File: src/rtl/srx_pkg.sv
`timescale 1ns/1ps
package srx_pkg;

    localparam int DATA_W = 16;
    localparam int CNT_W  = $clog2(DATA_W) + 1;
    localparam int IDX_W  = $clog2(DATA_W);

    localparam logic [1:0] A_DATA = 2'd0;
    localparam logic [1:0] A_STAT = 2'd1;
    localparam logic [1:0] A_CTRL = 2'd2;

    typedef struct packed {
        logic [3:0] len_code;
        logic       cpha;
        logic       cpol;
        logic       master;
        logic       stop_req;
        logic       irq_en;
        logic       rx_en;
    } ctrl_t;

    localparam ctrl_t CTRL_RST = '{len_code: 4'b1000, default: 1'b0};

    typedef struct packed {
        logic              valid;
        logic [DATA_W-1:0] word;
    } frame_t;

    function automatic logic [CNT_W-1:0] frame_bits(input logic [3:0] code);
        if (code == 4'd0)
            return CNT_W'(DATA_W);
        else if (code < 4'd8)
            return CNT_W'(8);
        else
            return CNT_W'(code);
    endfunction

    function automatic ctrl_t ctrl_decode(input logic [DATA_W-1:0] w);
        ctrl_t c;
        c.len_code = w[11:8];
        c.cpha     = w[5];
        c.cpol     = w[4];
        c.master   = w[3];
        c.stop_req = w[2];
        c.irq_en   = w[1];
        c.rx_en    = w[0];
        return c;
    endfunction

    function automatic logic [DATA_W-1:0] ctrl_encode(input ctrl_t c);
        return {4'b0, c.len_code, 2'b0, c.cpha, c.cpol, c.master,
                c.stop_req, c.irq_en, c.rx_en};
    endfunction

endpackage

File: src/rtl/srx_sck_unit.sv
`timescale 1ns/1ps
module srx_sck_unit #(
    parameter int DIV = 8
) (
    input  logic clk,
    input  logic rst,
    input  logic master,
    input  logic run,
    input  logic cpol,
    input  logic cpha,
    input  logic sck_in,
    input  logic sdi,
    output logic sck_out,
    output logic smp,
    output logic smp_bit
);
    localparam int HALF = DIV / 2;
    localparam int CW   = (HALF > 1) ? $clog2(HALF) : 1;
    localparam logic [CW-1:0] LAST = CW'(HALF - 1);

    logic [CW-1:0] cnt_q;
    logic          act_q;
    logic          smp_m_q;
    logic          smp_s_q;
    logic [2:0]    sck_sy_q;
    logic [1:0]    sdi_sy_q;

    // master clock: act_q = 1 while the clock sits away from its idle level
    always_ff @(posedge clk) begin
        if (rst) begin
            cnt_q   <= '0;
            act_q   <= 1'b0;
            smp_m_q <= 1'b0;
        end else begin
            smp_m_q <= 1'b0;
            if (!master) begin
                cnt_q <= '0;
                act_q <= 1'b0;
            end else if (!run && !act_q) begin
                cnt_q <= '0;
            end else if (cnt_q == LAST) begin
                cnt_q   <= '0;
                act_q   <= ~act_q;
                smp_m_q <= act_q ? ~cpha : cpha;
            end else begin
                cnt_q <= cnt_q + 1'b1;
            end
        end
    end

    // slave clock: two-flop synchroniser plus one stage for edge detection
    always_ff @(posedge clk) begin
        if (rst) begin
            sck_sy_q <= '0;
            sdi_sy_q <= '0;
            smp_s_q  <= 1'b0;
        end else begin
            sck_sy_q <= {sck_sy_q[1:0], sck_in};
            sdi_sy_q <= {sdi_sy_q[0], sdi};
            smp_s_q  <= (sck_sy_q[2] != sck_sy_q[1]) &&
                        ((sck_sy_q[2] == ~cpol) ? cpha : ~cpha);
        end
    end

    assign sck_out = act_q ? cpol : ~cpol;
    assign smp     = master ? smp_m_q : smp_s_q;
    assign smp_bit = master ? sdi : sdi_sy_q[1];

    a_r7_gen_holds_idle: assert property (@(posedge clk) disable iff (rst)
        (!run && !act_q) |=> !act_q);

endmodule

File: src/rtl/srx_shifter.sv
`timescale 1ns/1ps
module srx_shifter
    import srx_pkg::*;
(
    input  logic             clk,
    input  logic             rst,
    input  logic             clr,
    input  logic             smp,
    input  logic             bit_in,
    input  logic [CNT_W-1:0] nbits,
    output frame_t           frame
);
    logic [CNT_W-1:0]  cnt_q;
    logic [DATA_W-1:0] acc_q;
    logic [DATA_W-1:0] acc_nxt;
    frame_t            frame_q;

    always_comb begin
        acc_nxt = acc_q;
        acc_nxt[cnt_q[IDX_W-1:0]] = bit_in;
    end

    always_ff @(posedge clk) begin
        if (rst || clr) begin
            cnt_q   <= '0;
            acc_q   <= '0;
            frame_q <= '0;
        end else begin
            frame_q.valid <= 1'b0;
            if (smp) begin
                if (cnt_q == nbits - 1'b1) begin
                    frame_q.valid <= 1'b1;
                    frame_q.word  <= acc_nxt;
                    acc_q         <= '0;
                    cnt_q         <= '0;
                end else begin
                    acc_q <= acc_nxt;
                    cnt_q <= cnt_q + 1'b1;
                end
            end
        end
    end

    assign frame = frame_q;

    a_r4_frame_after_sample: assert property (@(posedge clk) disable iff (rst)
        frame_q.valid |-> $past(smp));

endmodule

File: src/rtl/sync_rx_unit.sv
`timescale 1ns/1ps
module sync_rx_unit
    import srx_pkg::*;
#(
    parameter int DIV = 8
) (
    input  logic        clk,
    input  logic        rst,
    input  logic [1:0]  bus_addr,
    input  logic        bus_wr,
    input  logic        bus_rd,
    input  logic [15:0] bus_wdata,
    output logic [15:0] bus_rdata,
    input  logic        sck_in,
    input  logic        sdi,
    output logic        sck_out,
    output logic        sck_oe,
    output logic        irq
);
    ctrl_t             ctrl_q;
    logic [DATA_W-1:0] data_q;
    logic              full_q;
    logic              ovr_q;
    logic              running_q;
    logic              smp;
    logic              smp_bit;
    logic              shift_clr;
    frame_t            fr;

    wire rd_data  = bus_rd && (bus_addr == A_DATA);
    wire wr_ctrl  = bus_wr && (bus_addr == A_CTRL);
    wire wr_stat  = bus_wr && (bus_addr == A_STAT);
    wire overrun  = fr.valid && full_q && !rd_data;

    srx_sck_unit #(.DIV(DIV)) u_sck (
        .clk     (clk),
        .rst     (rst),
        .master  (ctrl_q.master),
        .run     (running_q),
        .cpol    (ctrl_q.cpol),
        .cpha    (ctrl_q.cpha),
        .sck_in  (sck_in),
        .sdi     (sdi),
        .sck_out (sck_out),
        .smp     (smp),
        .smp_bit (smp_bit)
    );

    assign shift_clr = !ctrl_q.rx_en || ovr_q || (ctrl_q.master && !running_q);

    srx_shifter u_shift (
        .clk    (clk),
        .rst    (rst),
        .clr    (shift_clr),
        .smp    (smp),
        .bit_in (smp_bit),
        .nbits  (frame_bits(ctrl_q.len_code)),
        .frame  (fr)
    );

    always_ff @(posedge clk) begin
        if (rst) begin
            ctrl_q    <= CTRL_RST;
            data_q    <= '0;
            full_q    <= 1'b0;
            ovr_q     <= 1'b0;
            running_q <= 1'b0;
        end else begin
            if (wr_ctrl)
                ctrl_q <= ctrl_decode(bus_wdata);
            if (wr_stat && !bus_wdata[1])
                ovr_q <= 1'b0;
            if (rd_data)
                full_q <= 1'b0;
            if (overrun) begin
                ovr_q <= 1'b1;
            end else if (fr.valid) begin
                data_q <= fr.word;
                full_q <= 1'b1;
            end

            if (!ctrl_q.rx_en || !ctrl_q.master || ovr_q)
                running_q <= 1'b0;
            else if (fr.valid && (ctrl_q.stop_req || overrun))
                running_q <= 1'b0;
            else if (rd_data)
                running_q <= 1'b1;
        end
    end

    always_comb begin
        case (bus_addr)
            A_DATA:  bus_rdata = data_q;
            A_STAT:  bus_rdata = {14'b0, ovr_q, full_q};
            A_CTRL:  bus_rdata = ctrl_encode(ctrl_q);
            default: bus_rdata = '0;
        endcase
    end

    assign sck_oe = ctrl_q.master && ctrl_q.rx_en;
    assign irq    = ctrl_q.irq_en && (full_q || ovr_q);

    a_r6_read_clears_full: assert property (@(posedge clk) disable iff (rst)
        (rd_data && !fr.valid) |=> !full_q);

    a_r8_overrun_keeps_data: assert property (@(posedge clk) disable iff (rst)
        overrun |=> (ovr_q && $stable(data_q)));

    a_r7_stop_ends_run: assert property (@(posedge clk) disable iff (rst)
        (fr.valid && ctrl_q.stop_req) |=> !running_q);

    a_r5_irq_on_new_frame: assert property (@(posedge clk) disable iff (rst)
        (ctrl_q.irq_en && fr.valid && !full_q && !wr_ctrl) |=> irq);

endmodule

File: config.mk
export PLATFORM = sky130hd
export DESIGN_NAME = sync_rx_unit
export DESIGN_NICKNAME = d
export VERILOG_FILES = /design/src/rtl/srx_pkg.sv /design/src/rtl/srx_sck_unit.sv /design/src/rtl/srx_shifter.sv /design/src/rtl/sync_rx_unit.sv
export SDC_FILE = /design/constraint.sdc
export NUM_CORES = 1
export LEC_CHECK = 0
export ABC_AREA = 1
export BUFFER_PORTS_ARGS = -buffer_cell sky130_fd_sc_hd__buf_2
export CAP_MARGIN = 15
export CORE_MARGIN = 3
export CORE_UTILIZATION = 40
export CTS_BUF_LIST = sky130_fd_sc_hd__clkbuf_8
export DETAILED_ROUTE_END_ITERATION = 16
export PLACE_DENSITY_LB_ADDON = 0.15
export SLEW_MARGIN = 15
export SYNTH_ARGS = -nofsm -noshare
export SYNTH_HDL_FRONTEND = slang
export SYNTH_SLANG_ARGS = --single-unit
File: constraint.sdc
create_clock -name clk -period 5.1 [get_ports clk]
set_input_delay 0.255 -clock clk [delete_from_list [all_inputs] [get_ports clk]]
set_output_delay 0.255 -clock clk [all_outputs]
set_load 0.01 [all_outputs]
# --- Yosys cells after proc, flatten, opt, wreduce, memory -nomap -nowiden ---
# Cells that the tools add are included.
classes:
  reduce_logical: 37
  n_eq_ne: 6
  mux: 19
  multipliers: 0
  order_cmp: 3
  div: 0
  n_bitwise: 8
  addsub: 3
  shifts: 0
ops:
  columns: ["operator", "count"]
  rows:
  - ["one-hot mux 16 bit (3 select lines)", 1]
  - ["2-to-1 mux 17 bit", 1]
  - ["bitwise mux 16 bit", 1]
  - ["2-to-1 mux 16 bit", 1]
  - ["logical AND 1 bit", 13]
  - ["2-to-1 mux 1 bit", 11]
  - ["2-to-1 mux 5 bit", 2]
  - ["inverter 1 bit", 8]
  - ["OR reduction 4 bit", 2]
  - ["logical OR 1 bit", 7]
  - ["logical NOT 1 bit", 6]
  - ["AND reduction 2 bit", 3]
  - ["adder 5 x 1 -> 5 bit (second input constant)", 1]
  - ["== test 5 bit", 1]
  - ["less-than comparator 4 x 5 -> 1 bit (second input constant)", 1]
  - ["subtractor 5 x 1 -> 5 bit (second input constant)", 1]
  - ["demux 1 bit (select 4 bit)", 1]
  - ["== test 2 bit (second input constant)", 2]
  - ["greater-or-equal comparator 4 x 1 -> 1 bit (second input constant)", 1]
  - ["logical NOT 4 bit", 1]
  - ["less-than comparator 4 bit (second input constant)", 1]
  - ["2-to-1 mux 4 bit", 1]
  - ["OR reduction 2 bit", 2]
  - ["OR reduction 3 bit", 1]
  - ["other kinds (6)", 6]
totals:
  ram_bits: 0
  latchBits: 0
  register_bits: 77
  rom_bits: 0
  memories: 0

# --- Depth between registers and ports, before layout ---
# Gate-level depths: netlist of run 1.
depth:
  ltp_word: 7
  mapped_depth: 12
  mapped_depth_nobuf: 11

# --- Hierarchy ---
# Synthesis of run 1 repeated with hierarchy kept, for this count alone.
unflattened:
  hier_cells: 532
  hier_area_um2: 3839.9
by_module_without_submodules:
  columns: ["mod", "area_each_um2", "seq_area_each_um2", "n_inst", "cells_each"]
  rows:
  - ["srx_shifter", 1980.6, 760.7, 1, 256]
  - ["sync_rx_unit", 1450.1, 580.6, 1, 221]
  - ["srx_sck_unit", 409.1, 200.2, 1, 55]

# --- Least setup slack after synthesis of run 1 ---
# Ideal clock, no wire load.
synth_timing:
  path_type: "register to register"
  startpoint: "reg ctrl_q[9] (netlist bit)"
  endpoint: "reg u_shift.acc_q[4]"
  required_ns: 4.981
  arrival_time_ns: 1.631
  setup_time_ns: 0.119
  path_stages_with_launch: 12
  slack_ns: 3.351
  synth_period_minus_slack_ns: 1.749
  n_path_buf: 1
  cell_sequence: "dfxtp_1 > nand2_1 > ha_1 > nand2_1 > inv_1 > nor3_2 > nand2_1 > nor2_2 > nand2_4 > nand2_4 > buf_12 > nor2_2"
synth_between:
  elab_chain_len: 6
  word_cells_on_any_way: 7
  classes_between: "add/sub: 1; order compare: 1; eq/ne: 1; mux: 3; reduce/logical: 1"
synth_rtl:
  columns: ["element", "line_no", "text"]
  rows:
  - ["start: declaration", "sync_rx_unit.sv:20", "ctrl_t ctrl_q;"]
  - ["start signal: assignment", "sync_rx_unit.sv:70", "ctrl_q <= ctrl_decode(bus_wdata);"]
  - ["less-than comparator 4 bit", "srx_pkg.sv:32", "else if (code < 4'd8)"]
  - ["2-to-1 mux 4 bit", "srx_pkg.sv:32", null]
  - ["2-to-1 mux 5 bit (*)", "srx_pkg.sv:30", "if (code == 4'd0)"]
  - ["subtractor 5 x 1 -> 5 bit (*)", "srx_shifter.sv:31", "if (cnt_q == nbits - 1'b1) begin"]
  - ["== test 5 bit (*)", "srx_shifter.sv:31", null]
  - ["2-to-1 mux 16 bit (*)", "srx_shifter.sv:31", null]
  - ["end signal: assignment", "srx_shifter.sv:37", "acc_q <= acc_nxt;"]
  - ["end: declaration", "srx_shifter.sv:14", "logic [DATA_W-1:0] acc_q;"]
# Every way passes the cells marked *; elsewhere a longest branch is shown, timed or not.
# A chain may end at the register's enable or synchronous reset.

# --- Final worst setup path of run 1 ---
layout_timing:
  startpoint: "reg ctrl_q[9] (netlist bit)"
  endpoint: "reg u_shift.acc_q[15]"
# The elaborated chain is that of the path after synthesis.

==> run_results.csv, run 1 <==
group,metric,value,unit
detailed_routing,drt_iter0_drc,135,
power,ir_drop,0.107,mV
critical_path,cp_slowest_stage_delay,0.51,ns
detailed_routing,wl_per_cell,12.0,µm
final_layout,drive_gt1_share,15.0,%
yosys,async_reset_ff_share,0,%
final_layout,regArea,0.00154,mm²
sta,finalSetupViolCount,0,
power,cellPowerDensity,299,mW/mm²
yosys,synth_nets,529,
detailed_routing,drt-met1-wl,3750,µm
critical_path,cp_data_required_time,5.32,ns
placement,gp_congestion,0.820,
yosys,netlist_area,0.00353,mm²
yosys,post-synth-top-count-cell,"nand2_1",
die,die_x,100,µm
yosys,yosysSeqAreaShare,43.6,%
critical_path,crit_chain,"nand2_1 -> ha_1 -> nand2_1 -> inv_1 -> nor3_2 -> nand2_1 -> nor2_2 -> nand2_4 -> nand2_4 -> nor2_1",
detailed_routing,ant_nets,0,
clock_network,cts_sinks,77,
critical_path,crit_type,"register to register",
critical_path,cp_max_fo,21,
global_routing,grt-ovfl-total,0,
die,rows,33,
clock_network,post_cts_buffers,0,
sta,clock.fmax,0.466,GHz
final_layout,syn_to_final_growth,11.2,%
die,design.core.area,0.00838,mm²
detailed_routing,drc,0,
critical_path,critical_path_buf_inv_count,1,
placement,dpl_cell_area,0.00373,mm²
outcome,status,"finished clean",
die,start_util,42.2,%
final_layout,diodes,0,
sta,fin_crit_sh,42.1,%
critical_path,critPathLaunchType,"register",
yosys,ys_top_cells_by_area,"dfxtp_1 (44%), nand2_1 (9.9%), o21ai_0 (9.8%), nor2_1 (7.8%), inv_1 (6.3%)",
final_layout,fin_util,46.9,%
critical_path,critPathSlowestCell,"dfxtp_1",
final_layout,nNetsFinal,559,
sta,tns,0,ns
clock_network,cts_tree,"done",
detailed_routing,routed_via_density,4.75,
global_routing,grt_pass1_wl,13100,µm
critical_path,cp.arrival,2.37,ns
yosys,synth-edff-count,0,
yosys,synth-seq-cells,77,
detailed_routing,top_layer,"met4",
worst_hold_path,hold_path_class,"primary input to register",
flow_run,drv_cap,0,
clock_network,cts-root-buf,"clkbuf_8",
yosys,yosysUniqueCellTypes,30,
placement,portBuffers,36,
clock_network,cts.path.max_buffers,2,
yosys,synth_common_cells,"nand2_1 (93), dfxtp_1 (77), nor2_1 (73)",
clock_network,clk_latency,0.35,ns
yosys,synth_ff_type,"dfxtp_1",
clock_network,htreeDepth,3,
sta,maxSlewViolCount,0,
clock_network,ctsHoldBuffers,0,
detailed_routing,vias,3033,
sta,relSlewSlack,48.8,%
critical_path,crit_top_cell,"nand2_1",
final_layout,design_area,0.00393,mm²
final_layout,multi_input_area,0.00164,mm²
power,p_leak,1.69,nW
yosys,yosysWarnings,0,
clock_network,numCtsBuffers,9,
detailed_routing,drt-total-wl,7640,µm
clock_network,ctsResizeCount,0,
power,report.power.total,1.17,mW
yosys,synth_area_per_cell,7.08,µm²
global_routing,antenna_found_initial,0,
clock_network,clk_pin_slew,0.09,ns
detailed_routing,wl_met3,380,µm
global_routing,grt_pass1_vias,2801,
yosys,yosys.area.top_type_share,43.6,%
global_routing,grtUsageTotal,16.4,%
sta,worst_pin_slew,0.765,ns
critical_path,crit_path_end_kind,"register",
sta,skew,0.0134,ns
critical_path,crit_family,"simple AND/OR/NAND/NOR gates",
sta,fin_crit,2.15,ns
global_routing,grt_max_degree,36,
yosys,synth_top_cell_by_area,"dfxtp_1",
die,die_h,100,µm
sta,hold_violations,0,
die,die_area,0.0100,mm²
detailed_routing,dr.pass1.iters,5,
final_layout,fillers,861,
sta,rsz0062_at_grt,"false",
detailed_routing,met2_length,3370,µm
yosys,postSynthCellCount,499,
placement,hpwlAfterDp,5580,µm
die,ios,43,
[cells by family after synthesis]
kind of cell,Yosys count,synth area share [%]
AO/OA/AOI/OAI,95,13.9
XOR/XNOR,6,1.49
adder cells (fa/ha/maj),6,2.12
buffers and inverters,82,10.1
flip-flops,77,43.6
AND/OR/NAND/NOR,233,28.8
[worst paths after layout]
check                                       start                 to  slack (ns)  depth (start not counted)
worst max-delay path                    ctrl_q[9]  u_shift.acc_q[15]        2.95                         10
worst min-delay path                       sck_in  u_sck.sck_sy_q[0]        0.11                          3
worst max register to register          ctrl_q[9]  u_shift.acc_q[15]        2.95                         10
worst min register to register  u_sck.sck_sy_q[0]  u_sck.sck_sy_q[1]        0.39                          2
[routing by layer]
layer  track usage (%)  up-vias
li1                  -     1641
met1              21.3     1319
met2              26.4       61
met3              3.06       12
met4              7.67        0
met5                 0        -
[cell usage in the layout (no fill, tap or decap), drive strengths merged]
cell type	synthesis	layout
a211oi	1	1
bufinv	0	1
xor2	4	4
nor2	86	86
o21ai	70	70
clkinv	2	5
nand2	101	101
nand3	42	42
or2	1	1
dfxtp	77	77
a21oi	20	20
buf	10	36
clkbuf	7	9
inv	63	66
ha	6	6
nand4	1	1
a31oi	1	1
o211ai	3	3
xnor2	2	2
nor3	2	2
[cell type report]
class	instances	area share, %
Multi-Input combinational cell	340	41.6
Clock buffer	9	3.15
Timing Repair Buffer	36	4.58
Sequential cell	77	39.2
Inverter	65	6.21
Tap cell	105	3.34
Clock inverter	7	1.88
[tightest hold or removal path: cells and delay by family]
kind	cells	cell delay (ns)
buffers and inverters	2	0.10
and+or+nand+nor	1	0.06
[power by group]
group / switching, mW / internal (mW)
clock network: 0.237 / 0.229
registers: 0.00490 / 0.609
logic: 0.0642 / 0.0290
total: 0.307 / 0.867
[flip-flops by register name, summed over array words and instances, names as in the netlist]
signal and count:
u_sck.sck_sy_q 3, u_shift.acc_q 16, u_sck.smp_m_q 1, u_sck.act_q 1, ctrl_q 10, u_sck.smp_s_q 1, full_q 1, running_q 1
u_sck.sdi_sy_q 2, u_sck.cnt_q 2, data_q 16, u_shift.cnt_q 5, u_shift.frame 17, ovr_q 1
[through the flow]
stage | worst slack [ns] | cells | hold slack [ns]
final | 2.95 | 639 | 0.113
after global routing | 2.71 | 639 | 0.122
after CTS | 2.94 | 639 | 0.0994
after detailed placement | 2.90 | 623 | 0.392
after global placement | 2.92 | 623 | 0.393
after floorplan | 3.35 | 499 | 0.362
(Power assumes the default switching activity.)
==> inputs of run 2 (changes only) <==
Clock period 5.1 ns to 1.7 ns, I/O delays scaled along.
==> run_results.csv, run 2 (synthesis gave the netlist of run 1 again) <==
group,metric,value,unit
placement,gp_congestion,0.809,
critical_path,reg2reg_depth,11,
die,die_h,100,µm
clock_network,cts_sinks,77,
clock_network,cts-root-buf,"clkbuf_8",
die,die_x,100,µm
sta,skew,0.0104,ns
detailed_routing,drt_iter0_drc,77,
power,cellPowerDensity,810,mW/mm²
flow_run,drv_cap,0,
sta,worst_pin_slew,0.552,ns
detailed_routing,dr.pass1.iters,4,
power,p_leak,1.82,nW
critical_path,reg2reg_from,"ctrl_q[9]",
critical_path,crit_path_start,"ctrl_q[9]",
final_layout,fillers,857,
die,die_area,0.0100,mm²
critical_path,rrSetupSlack,-0.03,ns
global_routing,grt_pass1_vias,2940,
sta,hold_violations,0,
final_layout,regArea,0.00154,mm²
critical_path,critPathLaunchType,"register",
worst_hold_path,hold_path.startpoint,"bus_wdata[5]",
sta,layout_setup_ws,-0.0273,ns
final_layout,multi_input_area,0.00180,mm²
detailed_routing,wl_per_cell,12.7,µm
die,design.core.area,0.00838,mm²
sta,relSlewSlack,63.1,%
clock_network,cts_tree,"done",
critical_path,cp_max_fo,7,
power,ir_drop,0.403,mV
clock_network,numCtsBuffers,9,
final_layout,nNetsFinal,579,
final_layout,final_cell_mix,"nand2_1 (90), dfxtp_1 (75), o21ai_0 (68)",
critical_path,rr_endpoint,"u_shift.acc_q[9]",
clock_network,clk_pin_slew,0.09,ns
global_routing,grtUsageTotal,16.5,%
final_layout,largest_register_ffs,17,
global_routing,antenna_found_initial,0,
die,ios,43,
critical_path,cp.arrival,1.97,ns
global_routing,grt_pass1_wl,13400,µm
detailed_routing,drc,0,
final_layout,syn_to_final_growth,22.9,%
placement,portBuffers,36,
critical_path,crit_type,"register to register",
detailed_routing,vias,3182,
critical_path,crit_path_end_kind,"register",
detailed_routing,routed_via_density,4.83,
sta,clock.fmax,0.579,GHz
sta,fin_crit_sh,102,%
power,report.power.total,3.52,mW
detailed_routing,ant_nets,0,
sta,hold_slack,0.0155,ns
critical_path,endpoint,"u_shift.acc_q[9]",
critical_path,cp_data_required_time,1.94,ns
global_routing,grt_max_degree,36,
clock_network,clk_latency,0.35,ns
final_layout,fin_util,51.8,%
global_routing,grt-ovfl-total,0,
final_layout,drive_gt1_share,24.4,%
placement,hpwlAfterDp,5700,µm
sta,maxSlewViolCount,0,
sta,fin_crit,1.73,ns
final_layout,diodes,0,
detailed_routing,drt-total-wl,8390,µm
worst_hold_path,hold_path_class,"primary input to register",
die,start_util,42.2,%
outcome,violations,"setup timing",
die,rows,33,
sta,finalSetupViolCount,15,
clock_network,cts.path.max_buffers,2,
final_layout,mostFrequentLayoutCell,"nand2_1",
clock_network,htreeDepth,3,
outcome,status,"finished with violations",
sta,rsz0062_at_grt,"true",
run 2: cell types whose count changed in the layout (fill, tap and decap cells not counted), sizes merged:
cell,delta
clkinv,-3
dlygate4sd3,+2
inv,+1
clkinvlp,+2
buf,+15
bufinv,-1
clkbuf,+4
run 2: repair_timing:
| item | in CTS | in global routing |
|---|---|---|
| endpoints found under the setup margin | 14 | 38 |
| cloned | 0 | 3 |
| gates resized for setup | 2 | 39 |
| hold buffers | 1 | 1 |
| setup buffers | 0 | 2 |
| hold endpoints to repair | 1 | 1 |
| pin swaps | 1 | 20 |
run 2: worst max-delay path, cell delays in order (launching register included):
cell and delay (ns):
dfxtp_2 0.37, nand2_2 0.08, ha_4 0.24, nand2_2 0.06, inv_2 0.04, nor3_4 0.15, nand2_1 0.08, nor2_2 0.15
nand2_4 0.11, nand2_4 0.13, clkbuf_16 0.17, nor2_2 0.03
run 2: worst min path at each step:
stage	end	slack [ns]	cells past startpoint
floorplan	u_sck.sck_sy_q[0]	0.19	2
global placement	u_sck.sck_sy_q[0]	0.29	3
detailed placement	u_sck.sck_sy_q[0]	0.29	3
CTS	u_sck.sdi_sy_q[0]	0.001	3
global route	ovr_q	0.03	2
finish	ctrl_q[5]	0.02	3
run 2: final cells by class:
type                            instances  share of cell area, %
Tap cell                              105                   3.03
Multi-Input combinational cell        340                   41.4
Clock inverter                          6                   1.21
Timing Repair Buffer                   56                   10.1
Inverter                               65                   5.62
Sequential cell                        77                   35.6
Clock buffer                           10                   3.17
run 2: power breakdown:
group	switching, mW	internal, mW	leakage [nW]
logic	0.217	0.118	1.10
clock network	0.748	0.596	0.0918
registers	0.0131	1.83	0.623
run 2: routing by layer:
layer	track usage, %	routed length (µm)
met1	21.9	4020
met2	26.1	3890
met5	0	0
met4	8.19	170
met3	2.71	312
run 2: through the flow:
| step | instances | TNS (ns) | setup slack (ns) | area [µm²] |
|---|---|---|---|---|
| after detailed placement | 636 | -0.0720 | -0.0136 | 3860 |
| after floorplan | 499 | 0 | 0.0216 | 3530 |
| after CTS | 653 | 0 | 0.00759 | 4070 |
| final | 659 | -0.182 | -0.0273 | 4340 |
| after global routing | 659 | -3.72 | -0.131 | 4340 |
| after global placement | 636 | 0 | 0.00171 | 3860 |
